--- src/rtl/sar_pkg.sv ---
package sar_pkg;
   typedef enum logic [1:0] {
      ST_IDLE   = 2'd0,
      ST_APPLY  = 2'd1,
      ST_SAMPLE = 2'd2
   } sar_state_e;
endpackage

--- src/rtl/sar_seq_ctrl.sv ---
module sar_seq_ctrl
   import sar_pkg::*;
#(
   parameter int NBITS      = 12,
   parameter int SHORT_BITS = 8,
   parameter bit SHORT_EN   = 1'b1,
   localparam int IW        = (NBITS > 1) ? $clog2(NBITS) : 1
) (
   input  logic          clk,
   input  logic          rst_n,
   input  logic          start_i,
   input  logic          short_i,
   output logic          busy_o,
   output logic          clear_o,
   output logic          apply_o,
   output logic          sample_o,
   output logic          finish_o,
   output logic          short_mark_o,
   output logic [IW-1:0] idx_o
);
   localparam logic [IW-1:0] TOP_IDX   = IW'(NBITS - 1);
   localparam logic [IW-1:0] SHORT_IDX = IW'(NBITS - SHORT_BITS);

   sar_state_e    state_q;
   logic [IW-1:0] idx_q;
   logic          short_q;
   logic [IW-1:0] last_idx;
   logic          short_sel;

   generate
      if (SHORT_EN) begin : g_short
         assign short_sel = short_i;
         assign last_idx  = short_q ? SHORT_IDX : '0;
      end else begin : g_full_only
         assign short_sel = 1'b0;
         assign last_idx  = '0;
      end
   endgenerate

   assign clear_o      = (state_q == ST_IDLE) && start_i;
   assign apply_o      = (state_q == ST_APPLY);
   assign sample_o     = (state_q == ST_SAMPLE);
   assign finish_o     = sample_o && (idx_q == last_idx);
   assign short_mark_o = sample_o && (idx_q == SHORT_IDX);
   assign busy_o       = (state_q != ST_IDLE);
   assign idx_o        = idx_q;

   always_ff @(posedge clk or negedge rst_n) begin
      if (!rst_n) begin
         state_q <= ST_IDLE;
         idx_q   <= '0;
         short_q <= 1'b0;
      end else begin
         unique case (state_q)
            ST_IDLE: begin
               if (start_i) begin
                  state_q <= ST_APPLY;
                  idx_q   <= TOP_IDX;
                  short_q <= short_sel;
               end
            end
            ST_APPLY: state_q <= ST_SAMPLE;
            ST_SAMPLE: begin
               if (finish_o) begin
                  state_q <= ST_IDLE;
               end else begin
                  state_q <= ST_APPLY;
                  idx_q   <= idx_q - 1'b1;
               end
            end
            default: state_q <= ST_IDLE;
         endcase
      end
   end
endmodule

--- src/rtl/sar_bit_reg.sv ---
module sar_bit_reg #(
   parameter int NBITS = 12,
   localparam int IW   = (NBITS > 1) ? $clog2(NBITS) : 1
) (
   input  logic             clk,
   input  logic             rst_n,
   input  logic             clear_i,
   input  logic             apply_i,
   input  logic             sample_i,
   input  logic             cmp_i,
   input  logic [IW-1:0]    idx_i,
   output logic [NBITS-1:0] sar_o
);
   generate
      for (genvar b = 0; b < NBITS; b++) begin : g_bit
         logic sel;
         assign sel = (idx_i == IW'(b));
         always_ff @(posedge clk or negedge rst_n) begin
            if (!rst_n) begin
               sar_o[b] <= 1'b0;
            end else if (clear_i) begin
               sar_o[b] <= 1'b0;
            end else if (apply_i && sel) begin
               sar_o[b] <= 1'b1;
            end else if (sample_i && sel && !cmp_i) begin
               sar_o[b] <= 1'b0;
            end
         end
      end
   endgenerate
endmodule

--- src/rtl/sar_eoc_flags.sv ---
module sar_eoc_flags (
   input  logic clk,
   input  logic rst_n,
   input  logic clear_i,
   input  logic short_mark_i,
   input  logic finish_i,
   output logic eoc_short_o,
   output logic eoc_full_o,
   output logic done_o
);
   always_ff @(posedge clk or negedge rst_n) begin
      if (!rst_n) begin
         eoc_short_o <= 1'b1;
         eoc_full_o  <= 1'b1;
         done_o      <= 1'b0;
      end else begin
         done_o <= finish_i;
         if (clear_i) begin
            eoc_short_o <= 1'b0;
            eoc_full_o  <= 1'b0;
         end else begin
            if (short_mark_i || finish_i) eoc_short_o <= 1'b1;
            if (finish_i)                 eoc_full_o  <= 1'b1;
         end
      end
   end
endmodule

--- src/rtl/sar_shortcycle_ctrl.sv ---
module sar_shortcycle_ctrl #(
   parameter int NBITS      = 12,
   parameter int SHORT_BITS = 8,
   parameter bit SHORT_EN   = 1'b1
) (
   input  logic             clk,
   input  logic             rst_n,
   input  logic             start_i,
   input  logic             short_i,
   input  logic             cmp_i,
   output logic [NBITS-1:0] sar_o,
   output logic             busy_o,
   output logic             eoc_short_o,
   output logic             eoc_full_o,
   output logic             done_o
);
   localparam int IW = (NBITS > 1) ? $clog2(NBITS) : 1;

   generate
      if (NBITS < 2)                               $error("NBITS must be at least 2");
      if (SHORT_BITS < 1 || SHORT_BITS >= NBITS)   $error("SHORT_BITS must lie in 1..NBITS-1");
   endgenerate

   logic          clear_w, apply_w, sample_w, finish_w, mark_w;
   logic [IW-1:0] idx_w;

   sar_seq_ctrl #(
      .NBITS(NBITS), .SHORT_BITS(SHORT_BITS), .SHORT_EN(SHORT_EN)
   ) u_ctrl (
      .clk(clk), .rst_n(rst_n), .start_i(start_i), .short_i(short_i),
      .busy_o(busy_o), .clear_o(clear_w), .apply_o(apply_w),
      .sample_o(sample_w), .finish_o(finish_w), .short_mark_o(mark_w),
      .idx_o(idx_w)
   );

   sar_bit_reg #(.NBITS(NBITS)) u_reg (
      .clk(clk), .rst_n(rst_n), .clear_i(clear_w), .apply_i(apply_w),
      .sample_i(sample_w), .cmp_i(cmp_i), .idx_i(idx_w), .sar_o(sar_o)
   );

   sar_eoc_flags u_flags (
      .clk(clk), .rst_n(rst_n), .clear_i(clear_w), .short_mark_i(mark_w),
      .finish_i(finish_w), .eoc_short_o(eoc_short_o),
      .eoc_full_o(eoc_full_o), .done_o(done_o)
   );
endmodule

--- config.mk ---
export PLATFORM = sky130hd
export DESIGN_NAME = sar_shortcycle_ctrl
export DESIGN_NICKNAME = d
export VERILOG_FILES = /design/src/rtl/sar_pkg.sv /design/src/rtl/sar_seq_ctrl.sv /design/src/rtl/sar_bit_reg.sv /design/src/rtl/sar_eoc_flags.sv /design/src/rtl/sar_shortcycle_ctrl.sv
export SDC_FILE = /design/constraint.sdc
export NUM_CORES = 1
export LEC_CHECK = 0
export BUFFER_PORTS_ARGS = -buffer_cell sky130_fd_sc_hd__buf_2
export CORE_AREA = 2 2 47 60
export CTS_BUF_LIST = sky130_fd_sc_hd__clkbuf_4 sky130_fd_sc_hd__clkbuf_8
export DETAILED_ROUTE_END_ITERATION = 12
export DIE_AREA = 0 0 49 62
export PLACE_DENSITY = 0.76
export SLEW_MARGIN = 30
export SYNTH_ARGS = -nofsm -noshare
export SYNTH_HDL_FRONTEND = slang
export SYNTH_SLANG_ARGS = --single-unit
--- constraint.sdc ---
create_clock -name clk -period 2.2 [get_ports clk]
set_input_delay 0.11 -clock clk [delete_from_list [all_inputs] [get_ports clk]]
set_output_delay 0.11 -clock clk [all_outputs]
set_load 0.05 [all_outputs]
==> impl_metrics.json <==
{
  "outcome": "finished, final reports clean",
  "placed_cell_area_sq_um": 1280,
  "rows": 21,
  "routed_wl_mm": 2.62,
  "yosysUniqueCellTypes": 35,
  "syn_avg_cell_area_sq_um": 10.9,
  "nets": 138,
  "max-slew-margin-rel": 0.537,
  "dp_hpwl_mm": 1.93,
  "clk_pin_slew_ns": 0.12,
  "internal-power_mw": 0.967,
  "syn_inst": 107,
  "final_cell_mix": "buf_2 (20), dfrtp_1 (20), a32o_1 (11)",
  "fin_area_sq_um": 1340,
  "swShare": 0.458,
  "min_to": "u_ctrl.short_q",
  "p_clk_frac": 0.174,
  "synth-seq-cells": 22,
  "cp_slowest_cell": "dfrtp_1",
  "regToRegEndpoint": "u_ctrl.idx_o[2]",
  "setup_viol": 0,
  "worstPathMaxFanout": 8,
  "ctsResizeCount": 0,
  "max_stage_delay_ns": 0.49,
  "grt_overflow": 0,
  "first_pass_iters": 4,
  "r2r_start": "u_ctrl.idx_o[0]",
  "ant_nets": 0,
  "die_x_microns": 49,
  "seq_power_share": 0.386,
  "worstPathArrival_ns": 2.04,
  "power.total_mw": 1.79,
  "gp_congestion": 0.855,
  "slew_violations": 0,
  "post_cts_buffers": 0,
  "ios": 21,
  "combPwrFrac": 0.441,
  "synth-async-reset-ratio": 1.00,
  "core_area_sq_um": 2550,
  "rr_worst_depth": 5,
  "yosysSeqAreaShare": 0.474,
  "cts_root_buffer": "clkbuf_4",
  "post-route-period-util": 0.833,
  "rsz0062_at_grt": "no",
  "tns_ns": 0,
  "power_leakage_nw": 0.595,
  "initial_utilization": 0.458,
  "drt-wirelength-per-cell_microns": 16.3,
  "startpoint_type": "flip-flop",
  "grt_pass1_wl_mm": 4.27,
  "area_growth_pct": 15.0,
  "cts_tree": "done",
  "powerDensity_nw_per_um2": 1330,
  "worst-setup-path-type": "flip-flop to flip-flop",
  "synth-edff-count": 0,
  "switchingPower_mw": 0.819,
  "cts.sinks": 22,
  "finalHoldViolCount": 0,
  "peakVddDrop_v": 0.000759,
  "cp_cell_sequence": "inv_1 > ha_1 > nor2b_1 > a21boi_0 > o311ai_0",
  "ctsHtreeMaxLevel": 1,
  "yosysTopAreaCell": "dfrtp_1",
  "die_y_microns": 62,
  "period_minus_slack_ns": 1.83,
  "synth.area.top_cells": "dfrtp_1 (43%), a32o_1 (9.4%), ha_1 (5.4%)",
  "synth_nets": 117,
  "reg2reg_slack_ns": 0.37,
  "cts_buffers": 3,
  "initialDrtViolationCount": 39,
  "cap_viol_max_count": 0,
  "grt_max_degree": 23,
  "worst_pin_slew_ns": 0.693,
  "viasPerCell": 5.96,
  "netlist.area_leader.share": 0.429,
  "track_usage": 0.190,
  "io_buffers": 20,
  "drive_gt1_frac": 0.236,
  "hold_depth": 2,
  "netlist_area_sq_um": 1170,
  "fp.dieArea_sq_um": 3040,
  "end_kind": "flip-flop",
  "max_clock_freq_mhz": 546,
  "min_from": "short_i",
  "hold_buffers": 1,
  "grt_pass1_vias": 896,
  "antenna_found_initial": 0,
  "antennaDiodeCount": 0,
  "drc": 0,
  "clk_latency_ns": 0.31,
  "synthFlopType": "dfrtp_1",
  "vias": 959,
  "required_ns": 2.41,
  "hold_path_class": "input pin to flip-flop",
  "yosysWarnings": 0,
  "cts_buffer_depth": 2,
  "finClkSkew_ns": 0.00442
}
==> final cells by class <==
cell class | instances | area, sq um
clock buffers | 3 | 22.5
clock inverters | 1 | 30.0
fillers | 228 | 1210
inverters | 4 | 15.0
multi-input cells | 76 | 568
flip-flops and latches | 22 | 553
well taps | 34 | 42.5
repair buffers | 21 | 110
==> registers in the layout, indices dropped and copies added, names as in the netlist <==
signal	count
u_flags.eoc_short_o	1
u_reg.sar_o	12
u_ctrl.idx_o	4
u_flags.eoc_full_o	1
u_flags.done_o	1
u_ctrl.state_q	2
u_ctrl.short_q	1
==> per-stage QoR <==
step | instances | hold WS [ns] | worst slack (ns) | utilization
after floorplan | 107 | -0.186 | 0.658 | -
after global placement | 156 | 0.0934 | 0.565 | 0.502
after detailed placement | 156 | 0.101 | 0.401 | 0.502
after CTS | 161 | 0.0144 | 0.391 | 0.526
after global routing | 161 | 0.0130 | 0.186 | 0.526
final | 161 | 0.0187 | 0.368 | 0.526
==> how the worst max path moves through the flow <==
| stage | from | to | slack (ns) |
|---|---|---|---|
| 3_5_place_dp | u_ctrl.idx_o[0] | u_ctrl.idx_o[2] | 0.40 |
| 5_1_grt | u_ctrl.idx_o[0] | u_ctrl.idx_o[2] | 0.19 |
| 6_report | u_ctrl.idx_o[0] | u_ctrl.idx_o[2] | 0.37 |
| 3_3_place_gp | u_ctrl.idx_o[0] | u_ctrl.idx_o[1] | 0.57 |
| 2_1_floorplan | u_ctrl.idx_o[0] | u_ctrl.idx_o[2] | 0.66 |
| 4_1_cts | u_ctrl.idx_o[0] | u_ctrl.idx_o[2] | 0.39 |
==> cell usage after synthesis (2+ instances only) <==
master / count
a21oi_1: 3
nor2_1: 3
nor3b_1: 3
a32o_1: 11
dfrtp_1: 20
nand3b_1: 4
o21ai_0: 5
and3_1: 2
nand2_1: 3
ha_1: 5
dfstp_2: 2
a31oi_1: 2
inv_1: 4
nor2b_1: 2
buf_2: 3
and2b_1: 2
nand2b_1: 7
nand3_1: 9
==> cell families (layout without fill, tap and decap cells) <==
family | Yosys count | after routing | share of synthesized area
buffers and inverters | 9 | 29 | 0.0386
adder cells (fa/ha/maj) | 5 | 5 | 0.0536
multiplexers | 1 | 1 | 0.00966
XOR/XNOR | 2 | 2 | 0.0150
AO/OA/AOI/OAI | 29 | 29 | 0.199
AND/OR/NAND/NOR | 39 | 39 | 0.210
flip-flops | 22 | 22 | 0.474
==> critical path, delay by kind of cell (launching register included) <==
family	cells	cell delay, ns
adders and majority gates	1	0.26
DFF	1	0.49
buffers and inverters	1	0.15
and+or+nand+nor	1	0.39
AOI/OAI and AO/OA	2	0.43
==> power groups by stage <==
stage	sequential, mW	clock (mW)	combinational [mW]
finish	0.688	0.310	0.787
global route	0.708	0.333	0.841
CTS	0.684	0.317	0.788
detailed placement	0.690	0	0.779
global placement	0.678	0	0.770
floorplan	0.763	0	0.530
==> per-layer routing <==
metal,track usage,vias to the layer above,routed length [microns]
met1,0.221,465,1050
li1,-,448,-
met5,0,-,0
met3,0.0263,7,152
met4,0.102,0,50
met2,0.350,39,1370
(Power assumes the default switching activity.)
